[src/rtl/wbuf_pkg.sv]
package wbuf_pkg;
  typedef enum logic {MODE_FIFO = 1'b0, MODE_MERGE = 1'b1} wb_mode_e;
endpackage

[src/rtl/wbuf_ctrl.sv]
module wbuf_ctrl #(
  parameter int DEPTH = 4,
  parameter bit HOLD  = 1'b0,
  localparam int PW = $clog2(DEPTH),
  localparam int CW = $clog2(DEPTH + 1)
) (
  input  logic             clk_i,
  input  logic             rst_ni,
  input  logic             push_i,
  input  logic             pop_i,
  input  logic             drain_i,
  output logic [PW-1:0]    head_o,
  output logic [PW-1:0]    tail_o,
  output logic [DEPTH-1:0] vld_o,
  output logic             full_o,
  output logic             empty_o,
  output logic             dact_o,
  output logic             offer_o
);
  logic [PW-1:0] head_q;
  logic [CW-1:0] cnt_q, cnt_nxt;
  logic          dact_q;

  assign cnt_nxt = cnt_q + CW'(push_i) - CW'(pop_i);
  assign full_o  = (cnt_q == CW'(DEPTH));
  assign empty_o = (cnt_q == '0);
  assign head_o  = head_q;
  assign tail_o  = head_q + cnt_q[PW-1:0];
  assign dact_o  = dact_q;
  // merge mode keeps entries until full or draining
  assign offer_o = !empty_o && (!HOLD || full_o || dact_q);

  always_comb begin
    for (int i = 0; i < DEPTH; i++) begin
      logic [PW-1:0] age;
      age = PW'(i) - head_q;
      vld_o[i] = (CW'(age) < cnt_q);
    end
  end

  always_ff @(posedge clk_i or negedge rst_ni) begin
    if (!rst_ni) begin
      head_q <= '0;
      cnt_q  <= '0;
      dact_q <= 1'b0;
    end else begin
      if (pop_i) head_q <= head_q + 1'b1;
      cnt_q  <= cnt_nxt;
      dact_q <= (dact_q || drain_i) && (cnt_nxt != '0);
    end
  end

  AST_NO_OVERFLOW: assert property (@(posedge clk_i) disable iff (!rst_ni)
    push_i && !pop_i |-> !full_o);
  AST_NO_UNDERFLOW: assert property (@(posedge clk_i) disable iff (!rst_ni)
    pop_i |-> !empty_o);
endmodule

[src/rtl/wbuf_match.sv]
module wbuf_match #(
  parameter int DEPTH = 4,
  parameter int BAW   = 10,
  parameter int WPB   = 4,
  parameter bit USE_WORD = 1'b1,
  localparam int PW = $clog2(DEPTH),
  localparam int WO = $clog2(WPB)
) (
  input  logic [DEPTH-1:0]          vld_i,
  input  logic [DEPTH-1:0]          excl_i,
  input  logic [PW-1:0]             head_i,
  input  logic [DEPTH-1:0][BAW-1:0] addr_i,
  input  logic [DEPTH-1:0][WPB-1:0] mask_i,
  input  logic [BAW-1:0]            q_blk_i,
  input  logic [WO-1:0]             q_word_i,
  output logic                      hit_o,
  output logic [PW-1:0]             idx_o
);
  // scan oldest to youngest; the last match is the youngest
  always_comb begin
    hit_o = 1'b0;
    idx_o = '0;
    for (int k = 0; k < DEPTH; k++) begin
      logic [PW-1:0] e;
      e = head_i + PW'(k);
      if (vld_i[e] && !excl_i[e] && addr_i[e] == q_blk_i &&
          (!USE_WORD || mask_i[e][q_word_i])) begin
        hit_o = 1'b1;
        idx_o = e;
      end
    end
  end
endmodule

[src/rtl/wbuf_bypass.sv]
module wbuf_bypass
  import wbuf_pkg::*;
#(
  parameter int       DEPTH = 4,
  parameter int       AW    = 12,
  parameter int       DW    = 32,
  parameter int       WPB   = 4,
  parameter wb_mode_e MODE  = MODE_FIFO,
  localparam int WO  = $clog2(WPB),
  localparam int BAW = AW - WO,
  localparam int PW  = $clog2(DEPTH)
) (
  input  logic               clk_i,
  input  logic               rst_ni,
  input  logic               st_valid_i,
  output logic               st_ready_o,
  input  logic [AW-1:0]      st_addr_i,
  input  logic [DW-1:0]      st_data_i,
  input  logic               ld_valid_i,
  input  logic [AW-1:0]      ld_addr_i,
  output logic               ld_hit_o,
  output logic [DW-1:0]      ld_data_o,
  output logic               rd_valid_o,
  output logic [AW-1:0]      rd_addr_o,
  output logic               ld_cmpl_o,
  output logic               wr_valid_o,
  input  logic               wr_ready_i,
  output logic [BAW-1:0]     wr_addr_o,
  output logic [WPB-1:0]     wr_mask_o,
  output logic [WPB*DW-1:0]  wr_data_o,
  input  logic               drain_i,
  output logic               empty_o
);
  localparam bit MERGE = (MODE == MODE_MERGE);

  logic [DEPTH-1:0][BAW-1:0]         e_addr;
  logic [DEPTH-1:0][WPB-1:0]         e_mask;
  logic [DEPTH-1:0][WPB-1:0][DW-1:0] e_data;
  logic [DEPTH-1:0]                  e_wait;

  logic [PW-1:0]    head, tail, l_idx, m_idx;
  logic [DEPTH-1:0] vld, excl;
  logic             full, dact, offer, pop, alloc, st_fire, l_hit, m_hit;

  logic [BAW-1:0] st_blk, ld_blk;
  logic [WO-1:0]  st_word, ld_word;
  assign st_blk  = st_addr_i[AW-1:WO];
  assign st_word = st_addr_i[WO-1:0];
  assign ld_blk  = ld_addr_i[AW-1:WO];
  assign ld_word = ld_addr_i[WO-1:0];

  assign pop     = offer && wr_ready_i;
  assign st_ready_o = !dact && (!full || m_hit);
  assign st_fire = st_valid_i && st_ready_o;
  assign alloc   = st_fire && !m_hit;

  wbuf_ctrl #(.DEPTH(DEPTH), .HOLD(MERGE)) u_ctrl (
    .clk_i, .rst_ni,
    .push_i(alloc), .pop_i(pop), .drain_i,
    .head_o(head), .tail_o(tail), .vld_o(vld),
    .full_o(full), .empty_o(empty_o), .dact_o(dact), .offer_o(offer)
  );

  wbuf_match #(.DEPTH(DEPTH), .BAW(BAW), .WPB(WPB), .USE_WORD(1'b1)) u_ld_match (
    .vld_i(vld), .excl_i('0), .head_i(head), .addr_i(e_addr), .mask_i(e_mask),
    .q_blk_i(ld_blk), .q_word_i(ld_word), .hit_o(l_hit), .idx_o(l_idx)
  );

  generate
    if (MERGE) begin : g_merge
      // the entry on offer is frozen, so it cannot take a merge
      always_comb begin
        excl = '0;
        excl[head] = offer;
      end
      wbuf_match #(.DEPTH(DEPTH), .BAW(BAW), .WPB(WPB), .USE_WORD(1'b0)) u_st_match (
        .vld_i(vld), .excl_i(excl), .head_i(head), .addr_i(e_addr), .mask_i(e_mask),
        .q_blk_i(st_blk), .q_word_i(st_word), .hit_o(m_hit), .idx_o(m_idx)
      );
      AST_HOLD_UNTIL_FULL: assert property (@(posedge clk_i) disable iff (!rst_ni)
        wr_valid_o |-> full || dact);
    end else begin : g_fifo
      assign excl  = '0;
      assign m_hit = 1'b0;
      assign m_idx = '0;
      AST_ONE_WORD: assert property (@(posedge clk_i) disable iff (!rst_ni)
        wr_valid_o |-> $onehot(wr_mask_o));
    end
  endgenerate

  always_ff @(posedge clk_i or negedge rst_ni) begin
    if (!rst_ni) begin
      e_addr <= '0;
      e_mask <= '0;
      e_data <= '0;
      e_wait <= '0;
    end else begin
      if (ld_valid_i && l_hit) e_wait[l_idx] <= 1'b1;
      if (st_fire && m_hit) begin
        e_mask[m_idx][st_word] <= 1'b1;
        e_data[m_idx][st_word] <= st_data_i;
      end
      if (pop) begin
        e_mask[head] <= '0;
        e_wait[head] <= 1'b0;
      end
      if (alloc) begin
        e_addr[tail] <= st_blk;
        e_mask[tail] <= WPB'(1) << st_word;
        e_data[tail] <= '0;
        e_data[tail][st_word] <= st_data_i;
        e_wait[tail] <= 1'b0;
      end
    end
  end

  assign ld_hit_o   = ld_valid_i && l_hit;
  assign ld_data_o  = ld_hit_o ? e_data[l_idx][ld_word] : '0;
  assign rd_valid_o = ld_valid_i && !l_hit;
  assign rd_addr_o  = ld_addr_i;

  assign wr_valid_o = offer;
  assign wr_addr_o  = e_addr[head];
  assign wr_mask_o  = e_mask[head];
  assign wr_data_o  = e_data[head];
  assign ld_cmpl_o  = pop && (e_wait[head] || (ld_hit_o && l_idx == head));

  AST_WR_STABLE: assert property (@(posedge clk_i) disable iff (!rst_ni)
    wr_valid_o && !wr_ready_i |=> wr_valid_o && $stable(wr_addr_o) &&
    $stable(wr_mask_o) && $stable(wr_data_o));
  AST_EMPTY_IDLE: assert property (@(posedge clk_i) disable iff (!rst_ni)
    empty_o |-> !wr_valid_o);
  AST_DRAIN_BLOCKS: assert property (@(posedge clk_i) disable iff (!rst_ni)
    drain_i |=> empty_o || !st_ready_o);
  AST_CMPL_ON_WRITE: assert property (@(posedge clk_i) disable iff (!rst_ni)
    ld_cmpl_o |-> wr_valid_o && wr_ready_i);
  AST_MASK_NONZERO: assert property (@(posedge clk_i) disable iff (!rst_ni)
    wr_valid_o |-> wr_mask_o != '0);
endmodule

[config.mk]
export PLATFORM = sky130hd
export DESIGN_NAME = wbuf_bypass
export DESIGN_NICKNAME = d
export VERILOG_FILES = /design/src/rtl/wbuf_pkg.sv /design/src/rtl/wbuf_ctrl.sv /design/src/rtl/wbuf_match.sv /design/src/rtl/wbuf_bypass.sv
export SDC_FILE = /design/constraint.sdc
export NUM_CORES = 1
export LEC_CHECK = 0
export BUFFER_PORTS_ARGS = -buffer_cell sky130_fd_sc_hd__clkbuf_2
export CAP_MARGIN = 20
export CELL_PAD_IN_SITES_DETAIL_PLACEMENT = 1
export CELL_PAD_IN_SITES_GLOBAL_PLACEMENT = 1
export CORE_UTILIZATION = 41
export CTS_CLUSTER_SIZE = 24
export DETAILED_ROUTE_END_ITERATION = 8
export PLACE_DENSITY = 0.81
export SLEW_MARGIN = 15
export SYNTH_ARGS = -nofsm -noshare
export SYNTH_HDL_FRONTEND = slang
export SYNTH_SLANG_ARGS = --single-unit
[constraint.sdc]
create_clock -name clk_i -period 9.7 [get_ports clk_i]
set_input_delay 2.425 -clock clk_i [delete_from_list [all_inputs] [get_ports clk_i]]
set_output_delay 2.425 -clock clk_i [all_outputs]
set_load 0.03 [all_outputs]
## Word level (Yosys, flattened, before mapping)

Cells that the tools add are included.

- Add/sub/neg operators: 10
- Magnitude comparators: 16
- Equality and inequality tests: 6
- Shift operators: 1
- Muxes and demuxes: 83
- Bitwise operators: 9
- Reductions and logical operators: 36

Operators with widths:

| cell | number |
|---|---|
| 512-bit AND | 1 |
| 128-bit binary-select mux with 2-bit select | 2 |
| 512-bit bitwise mux | 1 |
| 128-bit demux with 2-bit select | 2 |
| 128-bit 2-to-1 mux | 4 |
| 512-bit NOT | 1 |
| 32-bit 2-to-1 mux | 3 |
| 10-bit binary-select mux with 2-bit select | 4 |
| 32-bit binary-select mux with 2-bit select | 1 |
| 32-bit demux with 2-bit select | 1 |
| 10-bit 2-to-1 mux | 5 |
| 40-bit bitwise mux | 1 |
| 10-bit equality test | 4 |
| 4-bit 2-to-1 mux | 9 |
| 4-bit binary-select mux with 2-bit select | 4 |
| 16-bit 2-to-1 mux | 2 |
| 1-bit binary-select mux with 2-bit select | 13 |
| 1-bit logical AND | 24 |
| 2-bit by 3-bit < comparator with 1-bit output, second input constant | 8 |
| 10-bit demux with 2-bit select | 1 |
| 1-bit 2-to-1 mux | 20 |
| 16-bit AND | 1 |
| 16-bit bitwise mux | 1 |
| 4-bit demux with 2-bit select | 2 |
| 22 further kinds | 46 |

- Flip-flop bits (word level): 578
- Input bits: 62
- Output and inout bits: 192
- Word-level logic and storage cells: 189

## Logic depth before layout (Yosys ltp)

- Depth after elaboration: 21
- Depth in mapped cells: 26
- Gate-level depth less buffers: 16

## Modules after synthesis

Synthesis repeated with hierarchy kept, for this count alone.

- Cell total of the unflattened synthesis: 2844
- Area, all modules: 31427.6 um2

Modules (own cells, without submodules):

| module | times used | cells an instance | area an instance (um2) | seq. area each (um2) |
|---|---|---|---|---|
| wbuf_bypass | 1 | 2578 | 28619.9 | 14313.7 |
| wbuf_match | 1 | 225 | 2367.3 | 0.0 |
| wbuf_ctrl | 1 | 41 | 440.4 | 150.1 |

## Worst setup path after synthesis

Ideal clock, no wire load.

- Path kind: register to output
- Start: reg u_ctrl.head_q[0], in the netlist u_ctrl.head_o[0]
- End: out ld_data_o[11]
- Data arrival time: 6.021 ns
- Required time: 7.275 ns
- Setup slack: 1.254 ns
- Cell stages (with the launch flop): 26
- Buffers on the path: 11
- Path through: dfrtp_1 > buf_6 > buf_6 > buf_6 > buf_4 > inv_2 > clkbuf_1 > buf_1 > ha_1 > buf_2 > buf_2 > inv_1 > ha_1 > nor2b_1 > o211ai_1 > nand4_1 > or4_4 > nor2_2 > buf_2 > o21a_1 > buf_4 > buf_4 > nor3_1 > a2111oi_2 > o211ai_1 > a211oi_1

- Cells in the longest elaborated chain, start to end: 16
- Elaborated cells between the ends (all ways): 85
- Those cells by class: add/sub: 7; order compare: 4; eq/ne: 4; mux: 53; reduce/logical: 17

RTL lines:

| item | RTL line | source |
|---|---|---|
| from (decl) | wbuf_ctrl.sv:20 | `logic [PW-1:0] head_q;` |
| from (signal assigned) | wbuf_ctrl.sv:47 | `if (pop_i) head_q <= head_q + 1'b1;` |
| 1-bit by 2-bit subtractor with 2-bit output / 2-bit subtractor (equally long branches) | wbuf_ctrl.sv:36 | `age = PW'(i) - head_q;` |
| 2-bit by 3-bit < comparator with 1-bit output | wbuf_ctrl.sv:37 | `vld_o[i] = (CW'(age) < cnt_q);` |
| 1-bit binary-select mux with 2-bit select | wbuf_match.sv:26 | `if (vld_i[e] && !excl_i[e] && addr_i[e] == q_blk_i &&` |
| 1-bit 2-to-1 mux (not written as such) | wbuf_match.sv:26 |  |
| 1-bit logical AND (3 in series) | wbuf_match.sv:26 |  |
| 2-bit 2-to-1 mux (4 in series) | wbuf_match.sv:26 |  |
| 128-bit binary-select mux with 2-bit select | wbuf_bypass.sv:118 | `assign ld_data_o = ld_hit_o ? e_data[l_idx][ld_word] : '0;` |
| 128-bit 2-to-1 mux (not written as such) | wbuf_bypass.sv:118 |  |
| 32-bit binary-select mux with 2-bit select | wbuf_bypass.sv:118 |  |
| 32-bit 2-to-1 mux (not written as such) | wbuf_bypass.sv:118 |  |
| 32-bit 2-to-1 mux (*) | wbuf_bypass.sv:118 |  |
| to (decl) | wbuf_bypass.sv:22 | `output logic [DW-1:0] ld_data_o,` |

Every way passes the cells marked *; elsewhere a longest branch is shown, timed or not. The select of a mux whose other input is x is not followed.

## Worst setup path in the final report

Ends and elaborated chain as after synthesis.

==> results.yml <==
synthesis:
  synth_compound_area_share_pct: 19.3
  synth-simple-area-share_pct: 13.5
  synth_sequential_area_ratio_pct: 43.5
  ys_top_cells_by_area: "dfrtp_1, mux4_2, o21ai_0"
  netlist_area_mm2: 0.0333
  yosys.area.top_type: "dfrtp_1"
  yosysMostFrequentCell: "nand2_1"
  syn_inst: 3422
  synthFlopType: "dfrtp_1"
  synthAdderAreaFrac_pct: 0.549
  synth_top_area_share_pct: 43.5
  synth_top_family_by_area: "compound AO/OA/AOI/OAI gates"
  syn_avg_cell_area_um2: 9.72
  synthTopCellsByCount: "nand2_1, dfrtp_1, o21ai_0"
  synth_edf_count: 0
  synthMuxAreaShare_pct: 16.9
  synth-xor-area-share_pct: 1.24
  ys.warnings.count: 0
  synthArstFlopShare_pct: 100
  synth_cell_type_count: 75
  syn_nets: 3498
  synth_seq_cells: 578
route:
  wirelength_mm: 128
  antenna_left: 0
  drc_errors: 0
  drt_iter0_markers: 2887
  vias: 29631
  firstDrtPassIters: 5
  avgRoutedWirePerCell_um: 28.1
  viasPerCell: 6.48
finish:
  drive_gt1_share_pct: 19.4
  multiInputGateArea_mm2: 0.0173
  area_growth_syn_to_layout_pct: 12.6
  fin_nets: 3538
  n_fill_cell: 8998
  register_area_mm2: 0.0145
placed_design:
  dp_hpwl_mm: 82.6
  portBuffers: 253
  place_ws_ps: 638
  globalplace.congestion: 0.863
grt:
  grt_pass1_wl_mm: 196
  met2_usage_pct: 48.2
  antenna_found_initial: 1
  grt_use_total_pct: 31.2
  use_met3_pct: 6.01
  grt_pass1_vias: 30081
  use_met1_pct: 42.3
  grt-busiest-layer: "met2"
  gr-total-overflow: 0
  grt_max_degree: 245
clocking:
  clockBufferDepth: 3
  cts_sinks: 578
  cts_tree: "built"
  ctsHoldBuffers: 0
  h-tree-depth: 3
  cts_setup_buffers: 0
  cts_made_buffers: 68
  clock_latency_ps: 640
  cts.clk_slew.worst_paths_ps: 60
  clock-root-buffer: "clkbuf_16"
worst_setup_path:
  cp-end-kind: "output pin"
  start_kind: "flop"
  cp.required_ps: 7280
  critPathArrivalTime_ps: 7020
  crit_slowest_cell: "dfrtp_4"
  path_cells: "clkinv_2, ha_2, buf_4, inv_1, ha_1, nor2b_1, nor4_1, nor4_1, a2111o_1, nor3_2, a32oi_4, o21a_4, buf_12, a211oi_1, o21a_1, a211oi_1, clkbuf_2"
  worstSetupPathType: "reg -> out"
  max_stage_delay_ps: 720
  critical_path.max_fanout: 48
power_and_ir_drop:
  ir_worst_vdd_mv: 0.165
  powerDensity_mw_per_mm2: 320
  leakagePower_nw: 16.3
floorplan:
  ios: 254
  die_area_mm2: 0.0823
  die_y_um: 287
  die_w_um: 287
  rows: 104
  start_util_pct: 41.4
  core_mm2: 0.0804
sta:
  finalSetupViolations: 0
  rsz0062_at_grt: "false"
  drv_slew: 0
  fin_crit_sh_pct: 97.3
  max_freq_ghz: 0.106
  worstMarginPinSlew_ps: 1350
  fin_ws_ps: 259
  hold_viol_final: 0
  period_needed_ps: 9440
  fin_skew_ps: 51.9
  setup_tns_ps: 0
  slew_headroom_pct: 10.3
hold_path:
  hold_path.class: "reg -> reg"
flow_run:
  cap_violations: 0
status:
  outcome: "completed"
==> power breakdown <==
part	switching [mW]	leakage [nW]	total (mW)	internal [mW]
registers	0.850	7.81	4.11	3.26
clock network	1.12	1.10	2.57	1.45
logic	3.28	7.44	5.32	2.03
total	5.25	16.3	12.0	6.75
==> worst max-delay path: cells and delay by family (launching register included) <==
kind | cells | cell delay, ps
AOI/OAI and AO/OA | 6 | 2440
and+or+nand+nor | 4 | 1030
adders and majority gates | 2 | 880
DFF | 1 | 720
buffers and inverters | 5 | 1240
==> path summary, 6_finish.rpt <==
path | from | end | slack (ps) | cells after the start
max | u_ctrl.head_o[0] | ld_data_o[11] | 260 | 17
min | e_data[13] | e_data[13] | 490 | 2
max reg2reg | u_ctrl.head_o[0] | e_wait[1] | 4450 | 15
min reg2reg | e_data[13] | e_data[13] | 490 | 2
max in group asynchronous | rst_ni | e_data[330] | 5990 | 3
min in group asynchronous | rst_ni | e_data[429] | 1840 | 1
==> cells by family after synthesis <==
kind of cell / count (synthesis)
and+or+nand+nor: 1029
AOI/OAI and AO/OA: 1028
DFF: 578
buffers and inverters: 389
muxes: 337
xor gates and xnor gates: 47
adders and majority gates: 14
==> sequential cells by signal (all words and copies together) (netlist names) <==
register and count:
e_data 512, e_addr 40, u_ctrl.head_o 2, e_mask 16, u_ctrl.dact_o 1, e_wait 4
u_ctrl.cnt_q 3
==> stage by stage <==
step | hold slack, ps | power [mW] | utilization [%] | instance area, um^2 | instances
after global routing | 517 | 12.6 | 46.6 | 37400 | 4572
final | 494 | 12.0 | 46.6 | 37400 | 4573
after detailed placement | 484 | 9.36 | 43.8 | 35200 | 4452
after floorplan | 458 | 7.61 | - | 33300 | 3422
after global placement | 470 | 9.13 | 43.8 | 35200 | 4452
after CTS | 498 | 12.0 | 46.5 | 37400 | 4572
==> final cells by class <==
| class | instances | share of cell area (%) |
|---|---|---|
| Timing Repair Buffer | 316 | 5.15 |
| Inverter | 43 | 0.434 |
| Clock inverter | 22 | 0.638 |
| Tap cell | 1060 | 3.54 |
| Sequential cell | 578 | 38.6 |
| Antenna cell | 1 | 0.00668 |
| Clock buffer | 98 | 5.33 |
| Multi-Input combinational cell | 2455 | 46.3 |
==> metal layers <==
layer / up-vias / part of all wire (%)
met5: - / 0.015
met4: 2 / 4.9
met3: 310 / 8.2
met2: 1332 / 46
met1: 15397 / 41
li1: 12590 / -
==> cells in the final DEF, fill, tap and decap left out, drive strengths merged, types with 32 or more instances in the layout <==
cell and count:
nand2 677, o21ai 598, dfrtp 578, clkbuf 350, mux4 174, a211oi 130
and3 125, mux2i 119, o211ai 100, nor3 98, buf 64, o211a 62
nor2 49, inv 45, mux2 44, xnor2 35, a2111oi 34, a21boi 32
==> what timing repair did <==
action                     in CTS  in global routing
hold endpoints to repair        0                  0
setup endpoints to repair       0                 13
gates resized for setup         0                  2
Power figures use the tool's default switching activity.
